--- src/rtl/rtc_i2c_pkg.sv ---
package rtc_i2c_pkg;

    localparam int AW = 5;
    localparam logic [6:0] TARGET_ID = 7'b1010000;

    typedef enum logic [2:0] {
        ST_IDLE,
        ST_ID,
        ST_CMD,
        ST_WR,
        ST_RD,
        ST_SKIP
    } phase_e;

    typedef struct packed {
        logic          sram;
        logic          burst;
        logic [AW-1:0] addr;
    } cmd_t;

    function automatic cmd_t decode_cmd(input logic [7:0] b);
        cmd_t c;
        c.sram  = b[7];
        c.burst = b[6];
        c.addr  = b[AW-1:0];
        return c;
    endfunction

    function automatic logic addr_ok(input cmd_t c, input int nclk, input int nsram);
        int lim;
        lim = c.sram ? nsram : nclk;
        return int'(c.addr) < lim;
    endfunction

endpackage

--- src/rtl/rtc_i2c_sync.sv ---
module rtc_i2c_sync #(
    parameter int STAGES = 2
) (
    input  logic clk,
    input  logic rst,
    input  logic scl_in,
    input  logic sda_in,
    output logic scl,
    output logic sda,
    output logic start_det,
    output logic stop_det,
    output logic scl_rise,
    output logic scl_fall
);
    localparam int NLINES = 2;

    logic [NLINES-1:0] raw;
    logic [NLINES-1:0] synced;
    logic [NLINES-1:0] prev;

    assign raw = {sda_in, scl_in};

    for (genvar l = 0; l < NLINES; l++) begin : g_line
        logic [STAGES-1:0] ff;
        always_ff @(posedge clk) begin
            if (rst) ff <= '1;
            else     ff <= {ff[STAGES-2:0], raw[l]};
        end
        assign synced[l] = ff[STAGES-1];
    end

    always_ff @(posedge clk) begin
        if (rst) prev <= '1;
        else     prev <= synced;
    end

    assign scl       = synced[0];
    assign sda       = synced[1];
    assign scl_rise  = synced[0] & ~prev[0];
    assign scl_fall  = ~synced[0] & prev[0];
    assign start_det = synced[0] & prev[0] & prev[1] & ~synced[1];
    assign stop_det  = synced[0] & prev[0] & ~prev[1] & synced[1];

endmodule

--- src/rtl/rtc_i2c_addr.sv ---
module rtc_i2c_addr #(
    parameter int NCLK  = 8,
    parameter int NSRAM = 31,
    parameter int AW    = 5
) (
    input  logic          sram,
    input  logic [AW-1:0] cur,
    output logic [AW-1:0] nxt
);
    localparam logic [AW-1:0] LAST_C = AW'(NCLK - 1);
    localparam logic [AW-1:0] LAST_S = AW'(NSRAM - 1);

    logic [AW-1:0] last;

    always_comb begin
        last = sram ? LAST_S : LAST_C;
        nxt  = (cur == last) ? '0 : cur + 1'b1;
    end

endmodule

--- src/rtl/rtc_i2c_target.sv ---
module rtc_i2c_target
    import rtc_i2c_pkg::*;
#(
    parameter logic [6:0] ID          = TARGET_ID,
    parameter int         NCLK        = 8,
    parameter int         NSRAM       = 31,
    parameter int         SYNC_STAGES = 2
) (
    input  logic          clk,
    input  logic          rst,
    input  logic          scl_i,
    input  logic          sda_i,
    output logic          sda_oe,
    output logic          acc_sel,
    output logic [AW-1:0] acc_addr,
    output logic          acc_wr,
    output logic [7:0]    acc_wdata,
    input  logic [7:0]    acc_rdata
);
    localparam logic [3:0] LAST_BIT = 4'd8;

    logic   scl_s, sda_s, start_det, stop_det, scl_rise, scl_fall;
    phase_e st;
    logic   ack_ph, rw, used, mack;
    logic [3:0]    cnt;
    logic [7:0]    shreg;
    cmd_t          cmd;
    cmd_t          cmd_in;
    logic [AW-1:0] nxt_addr;

    rtc_i2c_sync #(.STAGES(SYNC_STAGES)) u_sync (
        .clk       (clk),
        .rst       (rst),
        .scl_in    (scl_i),
        .sda_in    (sda_i),
        .scl       (scl_s),
        .sda       (sda_s),
        .start_det (start_det),
        .stop_det  (stop_det),
        .scl_rise  (scl_rise),
        .scl_fall  (scl_fall)
    );

    rtc_i2c_addr #(.NCLK(NCLK), .NSRAM(NSRAM), .AW(AW)) u_addr (
        .sram (cmd.sram),
        .cur  (cmd.addr),
        .nxt  (nxt_addr)
    );

    assign cmd_in   = decode_cmd(shreg);
    assign acc_sel  = cmd.sram;
    assign acc_addr = cmd.addr;

    always_ff @(posedge clk) begin
        if (rst) begin
            st        <= ST_IDLE;
            ack_ph    <= 1'b0;
            rw        <= 1'b0;
            used      <= 1'b0;
            mack      <= 1'b0;
            cnt       <= '0;
            shreg     <= '0;
            cmd       <= '0;
            sda_oe    <= 1'b0;
            acc_wr    <= 1'b0;
            acc_wdata <= '0;
        end else begin
            acc_wr <= 1'b0;
            if (start_det) begin
                st     <= ST_ID;
                cnt    <= '0;
                ack_ph <= 1'b0;
                sda_oe <= 1'b0;
            end else if (stop_det) begin
                st     <= ST_IDLE;
                ack_ph <= 1'b0;
                sda_oe <= 1'b0;
            end else begin
                unique case (st)
                    ST_ID, ST_CMD, ST_WR: begin
                        if (!ack_ph) begin
                            if (scl_rise && cnt < LAST_BIT) begin
                                shreg <= {shreg[6:0], sda_s};
                                cnt   <= cnt + 1'b1;
                            end else if (scl_fall && cnt == LAST_BIT) begin
                                if (st == ST_ID) begin
                                    if (shreg[7:1] == ID) begin
                                        sda_oe <= 1'b1;
                                        ack_ph <= 1'b1;
                                        rw     <= shreg[0];
                                    end else begin
                                        st <= ST_SKIP;
                                    end
                                end else if (st == ST_CMD) begin
                                    if (addr_ok(cmd_in, NCLK, NSRAM)) begin
                                        sda_oe <= 1'b1;
                                        ack_ph <= 1'b1;
                                        cmd    <= cmd_in;
                                        used   <= 1'b0;
                                    end else begin
                                        st <= ST_SKIP;
                                    end
                                end else begin
                                    if (!used || cmd.burst) begin
                                        sda_oe    <= 1'b1;
                                        ack_ph    <= 1'b1;
                                        acc_wr    <= 1'b1;
                                        acc_wdata <= shreg;
                                        used      <= 1'b1;
                                    end else begin
                                        st <= ST_SKIP;
                                    end
                                end
                            end
                        end else if (scl_fall) begin
                            ack_ph <= 1'b0;
                            cnt    <= '0;
                            if (st == ST_ID) begin
                                st     <= ST_CMD;
                                sda_oe <= 1'b0;
                            end else if (st == ST_CMD) begin
                                if (rw) begin
                                    st     <= ST_RD;
                                    shreg  <= acc_rdata;
                                    sda_oe <= ~acc_rdata[7];
                                end else begin
                                    st     <= ST_WR;
                                    sda_oe <= 1'b0;
                                end
                            end else begin
                                sda_oe <= 1'b0;
                                if (cmd.burst) cmd.addr <= nxt_addr;
                            end
                        end
                    end
                    ST_RD: begin
                        if (!ack_ph) begin
                            if (scl_rise) begin
                                cnt <= cnt + 1'b1;
                            end else if (scl_fall) begin
                                if (cnt == LAST_BIT) begin
                                    sda_oe <= 1'b0;
                                    ack_ph <= 1'b1;
                                end else begin
                                    shreg  <= {shreg[6:0], 1'b1};
                                    sda_oe <= ~shreg[6];
                                end
                            end
                        end else begin
                            if (scl_rise) begin
                                mack <= ~sda_s;
                                if (!sda_s && cmd.burst) cmd.addr <= nxt_addr;
                            end else if (scl_fall) begin
                                if (!mack) begin
                                    st <= ST_IDLE;
                                end else if (cmd.burst) begin
                                    shreg  <= acc_rdata;
                                    sda_oe <= ~acc_rdata[7];
                                    cnt    <= '0;
                                    ack_ph <= 1'b0;
                                end else begin
                                    st <= ST_SKIP;
                                end
                            end
                        end
                    end
                    default: ;
                endcase
            end
        end
    end

endmodule

--- config.mk ---
export PLATFORM = sky130hd
export DESIGN_NAME = rtc_i2c_target
export DESIGN_NICKNAME = d
export VERILOG_FILES = /design/src/rtl/rtc_i2c_pkg.sv /design/src/rtl/rtc_i2c_sync.sv /design/src/rtl/rtc_i2c_addr.sv /design/src/rtl/rtc_i2c_target.sv
export SDC_FILE = /design/constraint.sdc
export NUM_CORES = 1
export LEC_CHECK = 0
export ABC_CLOCK_PERIOD_IN_PS = 4500
export BUFFER_PORTS_ARGS = -buffer_cell sky130_fd_sc_hd__buf_2
export CORE_MARGIN = 2
export CORE_UTILIZATION = 25
export CTS_CLUSTER_DIAMETER = 200
export DETAILED_ROUTE_END_ITERATION = 8
export GPL_TIMING_DRIVEN = 0
export SLEW_MARGIN = 5
export SYNTH_ARGS = -nofsm -noshare
export SYNTH_HDL_FRONTEND = slang
export SYNTH_SLANG_ARGS = --single-unit
--- constraint.sdc ---
create_clock -name clk -period 4.5 [get_ports clk]
set_input_delay 0.9 -clock clk [delete_from_list [all_inputs] [get_ports clk]]
set_output_delay 0.9 -clock clk [all_outputs]
set_load 0.01 [all_outputs]
== Word level (Yosys, flattened, before mapping) ==
Index checks and enable logic that the tools add are counted.

* Register bits after elaboration: 42
* Bits of input ports: 12
* Output and inout bits: 16
* Word-level logic and storage cells: 221

* $add $sub $neg: 2
* $lt $le $gt $ge: 2
* Eq/ne operators: 52
* Multiplexer cells: 103
* Bitwise gates (word level): 21
* Reduce and logical (&&, ||, !) cells: 24

{| class="wikitable"
|+ Operators by type and width
! kind !! number
|-
| 2-to-1 mux 8 bit || 14
|-
| 2-to-1 mux 5 bit || 16
|-
| inequality test 3 bit (second input constant) || 20
|-
| 2-to-1 mux 3 bit || 17
|-
| 2-to-1 mux 1 bit || 41
|-
| 2-to-1 mux 4 bit || 9
|-
| AND reduction 9 bit || 4
|-
| inequality test 5 bit (second input constant) || 7
|-
| inequality test 4 bit (second input constant) || 7
|-
| AND reduction 12 bit || 2
|-
| inequality test 6 bit (second input constant) || 3
|-
| one-hot mux 8 bit (2 select lines) || 1
|-
| NOT 1 bit || 14
|-
| AND reduction 14 bit || 1
|-
| AND reduction 13 bit || 1
|-
| inequality test 2 bit (second input constant) || 6
|-
| AND reduction 11 bit || 1
|-
| one-hot mux 5 bit (2 select lines) || 1
|-
| OR reduction 9 bit || 1
|-
| one-hot mux 4 bit (2 select lines) || 1
|-
| AND reduction 8 bit || 1
|-
| AND 1 bit || 7
|-
| == test 7 bit (second input constant) || 1
|-
| inequality test 7 bit (second input constant) || 1
|-
| other kinds (20) || 27
|}

== Logic depth before layout (Yosys ltp) ==
* Depth in word-level cells: 11
* Depth in mapped cells: 9
* Gate-level depth less buffers: 8

== Modules after synthesis ==
A second synthesis with hierarchy kept.

* Cell total of the unflattened synthesis: 309
* Area, all modules: 2628.8 um^2

{| class="wikitable"
|+ Modules (own cells, without submodules)
! module !! instances !! cells each !! area an instance (um^2) !! seq. area each (um^2)
|-
| rtc_i2c_target || 1 || 278 || 2337.2 || 720.7
|-
| rtc_i2c_sync || 1 || 16 || 190.2 || 120.1
|-
| rtc_i2c_addr || 1 || 15 || 101.3 || 0.0
|}

== Worst setup path after synthesis ==
OpenSTA, ideal clock, no wires.

* Path type: reg2reg
* Start: register u_sync.prev[0]
* End: register cnt[2]
* Library setup time: 0.071 ns
* Data arrival time: 2.135 ns
* Required time: 4.429 ns
* Slack: 2.294 ns
* Stages on the path, launching flop included: 10
* Buffers on the path: 1
* Clock period less this slack: 2.206 ns
* Cell sequence: dfxtp_1 inv_1 ha_1 inv_1 o21ai_1 a21oi_2 or4_1 buf_2 or4b_1 a21oi_1

* Longest elaborated chain between the ends: 5
* Elaborated cells on any way between the ends: 19

{| class="wikitable"
|+ RTL lines
! element !! RTL line !! RTL
|-
| start: declaration || rtc_i2c_sync.sv:19 || <nowiki>logic [NLINES-1:0] prev;</nowiki>
|-
| start signal: assignment || rtc_i2c_sync.sv:34 || <nowiki>else prev <= synced;</nowiki>
|-
| NOT 1 bit / AND 1 bit (equally long branches) || rtc_i2c_sync.sv:39, rtc_i2c_sync.sv:41, rtc_i2c_sync.sv:42 ||
|-
| AND 1 bit (on tied branches) || rtc_i2c_sync.sv:39, rtc_i2c_sync.sv:42 ||
|-
| logical AND 1 bit / AND 1 bit (equally long branches) || rtc_i2c_target.sv:82, rtc_i2c_sync.sv:42 ||
|-
| inequality test 3 bit (no line) / NOT 1 bit (equally long branches) || -- ||
|-
| AND reduction 9 bit (no line) || -- ||
|-
| end signal: assignment || rtc_i2c_target.sv:84 || <nowiki>cnt <= cnt + 1'b1;</nowiki>
|-
| end signal: assignment || rtc_i2c_target.sv:139 || <nowiki>cnt <= cnt + 1'b1;</nowiki>
|-
| end: declaration || rtc_i2c_target.sv:25 || <nowiki>logic [3:0] cnt;</nowiki>
|}

Parallel ways exist; a longest one is shown, timed or not.
A chain may end at the register's enable or synchronous reset.

== Worst setup path after layout ==
* Start: register shreg[7]
* End: register cmd (netlist bit acc_addr[2])

* Longest elaborated chain between the ends: 4

{| class="wikitable"
|+ RTL lines
! element !! RTL line !! RTL
|-
| start: declaration || rtc_i2c_target.sv:26 || <nowiki>logic [7:0] shreg;</nowiki>
|-
| start signal: assignment || rtc_i2c_target.sv:83 || <nowiki>shreg <= {shreg[6:0], sda_s};</nowiki>
|-
| start signal: assignment || rtc_i2c_target.sv:124 || <nowiki>shreg <= acc_rdata;</nowiki>
|-
| start signal: assignment || rtc_i2c_target.sv:145 || <nowiki>shreg <= {shreg[6:0], 1'b1};</nowiki>
|-
| 2-to-1 mux 5 bit || rtc_i2c_pkg.sv:31 || <nowiki>lim = c.sram ? nsram : nclk;</nowiki>
|-
| less-than comparator 5 bit || rtc_i2c_pkg.sv:32 || <nowiki>return int'(c.addr) < lim;</nowiki>
|-
| inequality test 3 bit (no line) || -- ||
|-
| AND reduction 14 bit (no line) || -- ||
|-
| end signal: assignment || rtc_i2c_target.sv:98 || <nowiki>cmd <= cmd_in;</nowiki>
|-
| end: declaration || rtc_i2c_target.sv:27 || <nowiki>cmd_t cmd;</nowiki>
|}

Every way passes these cells.

==> results.sh <==
export IMPL_synth_nets=316
export IMPL_dp_slack_ns=2.00
export IMPL_synth_edff_count=0
export IMPL_grt_pass1_vias=2117
export IMPL_insertion_delay_ns=0.30
export IMPL_hold_violations=0
export IMPL_finish_utilization_pct=29.5
export IMPL_num_io_pins=28
export IMPL_async_reset_ff_share_pct=0
export IMPL_fp_row_count=36
export IMPL_use_met1_pct=16.3
export IMPL_synth_seq_cells=42
export IMPL_finalSetupViolCount=0
export IMPL_vias=2218
export IMPL_cts_resized=0
export IMPL_maxCapViolCount=0
export IMPL_place_gp_congestion=0.905
export IMPL_grt_max_degree=15
export IMPL_grt_usage_pct=12.6
export IMPL_syn_inst=295
export IMPL_worstPathRequired_ns=4.70
export IMPL_fp_dieW_um=103
export IMPL_setup_tns_ns=0
export IMPL_synthesis_area_sq_um=2440
export IMPL_gr_max_usage_layer="met2"
export IMPL_dp_final_hpwl_mm=4.69
export IMPL_final_instance_count_excl_fill=462
export IMPL_endpoint_kind="flop"
export IMPL_power_total_uw=682
export IMPL_antenna_cells=0
export IMPL_grt_first_pass_wirelength_mm=10.6
export IMPL_n_fill_cell=1034
export IMPL_grt_overflow_total=0
export IMPL_drive_above_1_share_pct=17.6
export IMPL_ys_flop_type="dfxtp_1"
export IMPL_drtIter0Drc=152
export IMPL_worst_slack_ns=1.92
export IMPL_post_cts_setup_buffers=0
export IMPL_grtUsageMet3_pct=2.31
export IMPL_p_leak_nw=1.10
export IMPL_grt_antenna_before_repair=0
export IMPL_tightestPinTransition_ns=0.722
export IMPL_avgSynthCellArea_sq_um=8.26
export IMPL_dr_pass1_iters=4
export IMPL_rsz0062_at_grt="false"
export IMPL_wl_mm=6.25
export IMPL_peakVddDrop_uv=111
export IMPL_fin_nets=349
export IMPL_min_path_type="flop to flop"
export IMPL_postRouteAntennaNets=0
export IMPL_placed_cells=454
export IMPL_viasPerCell=4.80
export IMPL_cts_tree="yes"
export IMPL_critical_path_arrival_ns=2.78
export IMPL_cts_buffers=5
export IMPL_finalCritPeriodShare_pct=57.2
export IMPL_clkSlewWorstSetupHoldPaths_ns=0.09
export IMPL_cts_sinks=42
export IMPL_finalCriticalPeriod_ns=2.58
export IMPL_yosysWarnings=0
export IMPL_drv_slew=0
export IMPL_hold_buffers=0
export IMPL_power_density_nw_per_um2=241
export IMPL_coreArea_sq_um=9590
export IMPL_area_delta_synth_final_pct=16.2
export IMPL_cp_max_fo=10
export IMPL_maxSlewHeadroom_pct=51.5
export IMPL_final_setup_skew_ns=0.00554
export IMPL_h_tree_depth=2
export IMPL_io_buffers=26
export IMPL_cp_start_kind="flop"
export IMPL_cts_max_path_buffers=2
export IMPL_gr_usage_met2_pct=21.5
export IMPL_status="finished clean"
export IMPL_clock_root_buffer="clkbuf_8"
export IMPL_start_util_pct=25.4
export IMPL_ys_seq_area_share_pct=34.5
export IMPL_criticalPathCategory="flop to flop"
export IMPL_fp_dieH_um=103
export IMPL_max_freq_mhz=388
export IMPL_drc_errors=0
export IMPL_wire_per_inst_um=13.5
export IMPL_synthDistinctLibCells=57
export IMPL_die_area_sq_um=10600
[per-stage QoR]
stage	hold slack (ns)	cell area, sq um
2_1_floorplan	0.389	2440
3_3_place_gp	0.396	2730
3_5_place_dp	0.398	2730
4_1_cts	0.419	2830
5_1_grt	0.430	2830
6_report	0.419	2830
[logic make-up after synthesis]
logic type | count (synthesis) | synth area share [%]
and+or+nand+nor | 118 | 25.3
buffers and inverters | 31 | 5.80
AOI/OAI and AO/OA | 70 | 19.6
DFF | 42 | 34.5
muxes | 23 | 9.45
xor gates and xnor gates | 2 | 0.719
adders and majority gates | 9 | 4.62
[routing by layer]
layer | up-vias | wire [um]
met3 | 6 | 318
li1 | 1116 | -
met1 | 1031 | 2880
met4 | 0 | 70
met5 | - | 0
met2 | 65 | 2980
[registers in the layout (all words and copies together), names as in the netlist]
name,count
mack,1
ack_ph,1
u_sync.prev,2
used,1
acc_wdata,8
acc_addr,5
sda_oe,1
cnt,4
cmd,1
acc_sel,1
acc_wr,1
st,3
u_sync.g_line.ff,4
rw,1
shreg,8
[where the power goes]
group          total [mW]  leakage (nW)  switching [mW]  internal, mW
combinational      0.0359         0.713          0.0224        0.0135
sequential          0.378         0.340         0.00343         0.375
clock               0.268        0.0478           0.142         0.126
[worst paths after layout]
path | end | start | slack, ns | depth (start not counted)
worst max-delay path | acc_addr[2] | shreg[7] | 1.92 | 8
worst min register to register | u_sync.g_line[1].ff[1] | u_sync.g_line[1].ff[0] | 0.42 | 1
worst max register to register | acc_addr[2] | shreg[7] | 1.92 | 8
worst min-delay path | u_sync.g_line[1].ff[1] | u_sync.g_line[1].ff[0] | 0.42 | 1
[Yosys cell counts (3+ instances only)]
| cell type | number | share of area, % |
|---|---|---|
| nor2_1 | 49 | 7.6 |
| dfxtp_1 | 42 | 35 |
| mux2i_1 | 23 | 9.5 |
| a21oi_1 | 22 | 4.5 |
| nand2_1 | 20 | 3.1 |
| a211oi_1 | 10 | 3.1 |
| clkbuf_1 | 10 | 1.5 |
| inv_1 | 10 | 1.5 |
| ha_1 | 9 | 4.6 |
| a31oi_1 | 6 | 1.5 |
| nor3_1 | 6 | 1.2 |
| buf_2 | 5 | 1.0 |
| buf_4 | 5 | 1.5 |
| nand3_1 | 5 | 1.0 |
| o21ai_0 | 5 | 1.0 |
| o21ai_1 | 5 | 1.0 |
| nand2b_1 | 4 | 1.0 |
| nand3b_1 | 4 | 1.2 |
| o311a_1 | 4 | 1.6 |
| or2_2 | 4 | 1.0 |
| or4_1 | 3 | 0.92 |
[placed cells by master (no fill, tap or decap), types with 3 or more instances in the layout]
cell | netlist | routed
a31oi_1 | 6 | 6
mux2i_1 | 23 | 23
ha_1 | 9 | 9
or4_1 | 3 | 3
a211oi_1 | 10 | 10
a21oi_1 | 22 | 22
nand2_1 | 20 | 20
clkbuf_8 | 0 | 6
buf_4 | 5 | 5
buf_2 | 5 | 31
inv_1 | 10 | 10
o21ai_0 | 5 | 5
clkbuf_1 | 10 | 10
o21ai_1 | 5 | 5
dfxtp_1 | 42 | 42
nor3_1 | 6 | 6
nand2b_1 | 4 | 4
or2_2 | 4 | 4
nor2_1 | 49 | 49
nand3_1 | 5 | 5
nand3b_1 | 4 | 4
o311a_1 | 4 | 4
[critical path: stages (launching register included)]
cell and delay [ns]:
dfxtp_1 0.44, inv_1 0.13, ha_1 0.28, a2111oi_0 0.57, o211a_2 0.31, o311a_1 0.18
buf_2 0.21, o31ai_1 0.10, a32o_1 0.26
[layout make-up]
class | count | area (sq um) | share of cell area [%]
clock inverter | 2 | 16.3 | 0.574
clock buffer | 6 | 82.6 | 2.92
tap | 133 | 166 | 5.88
multi-input combinational | 222 | 1450 | 51.3
sequential | 42 | 841 | 29.7
inverter | 11 | 41.3 | 1.46
timing repair buffer | 26 | 130 | 4.60
buffer | 20 | 100 | 3.54
(Power assumes the default switching activity.)
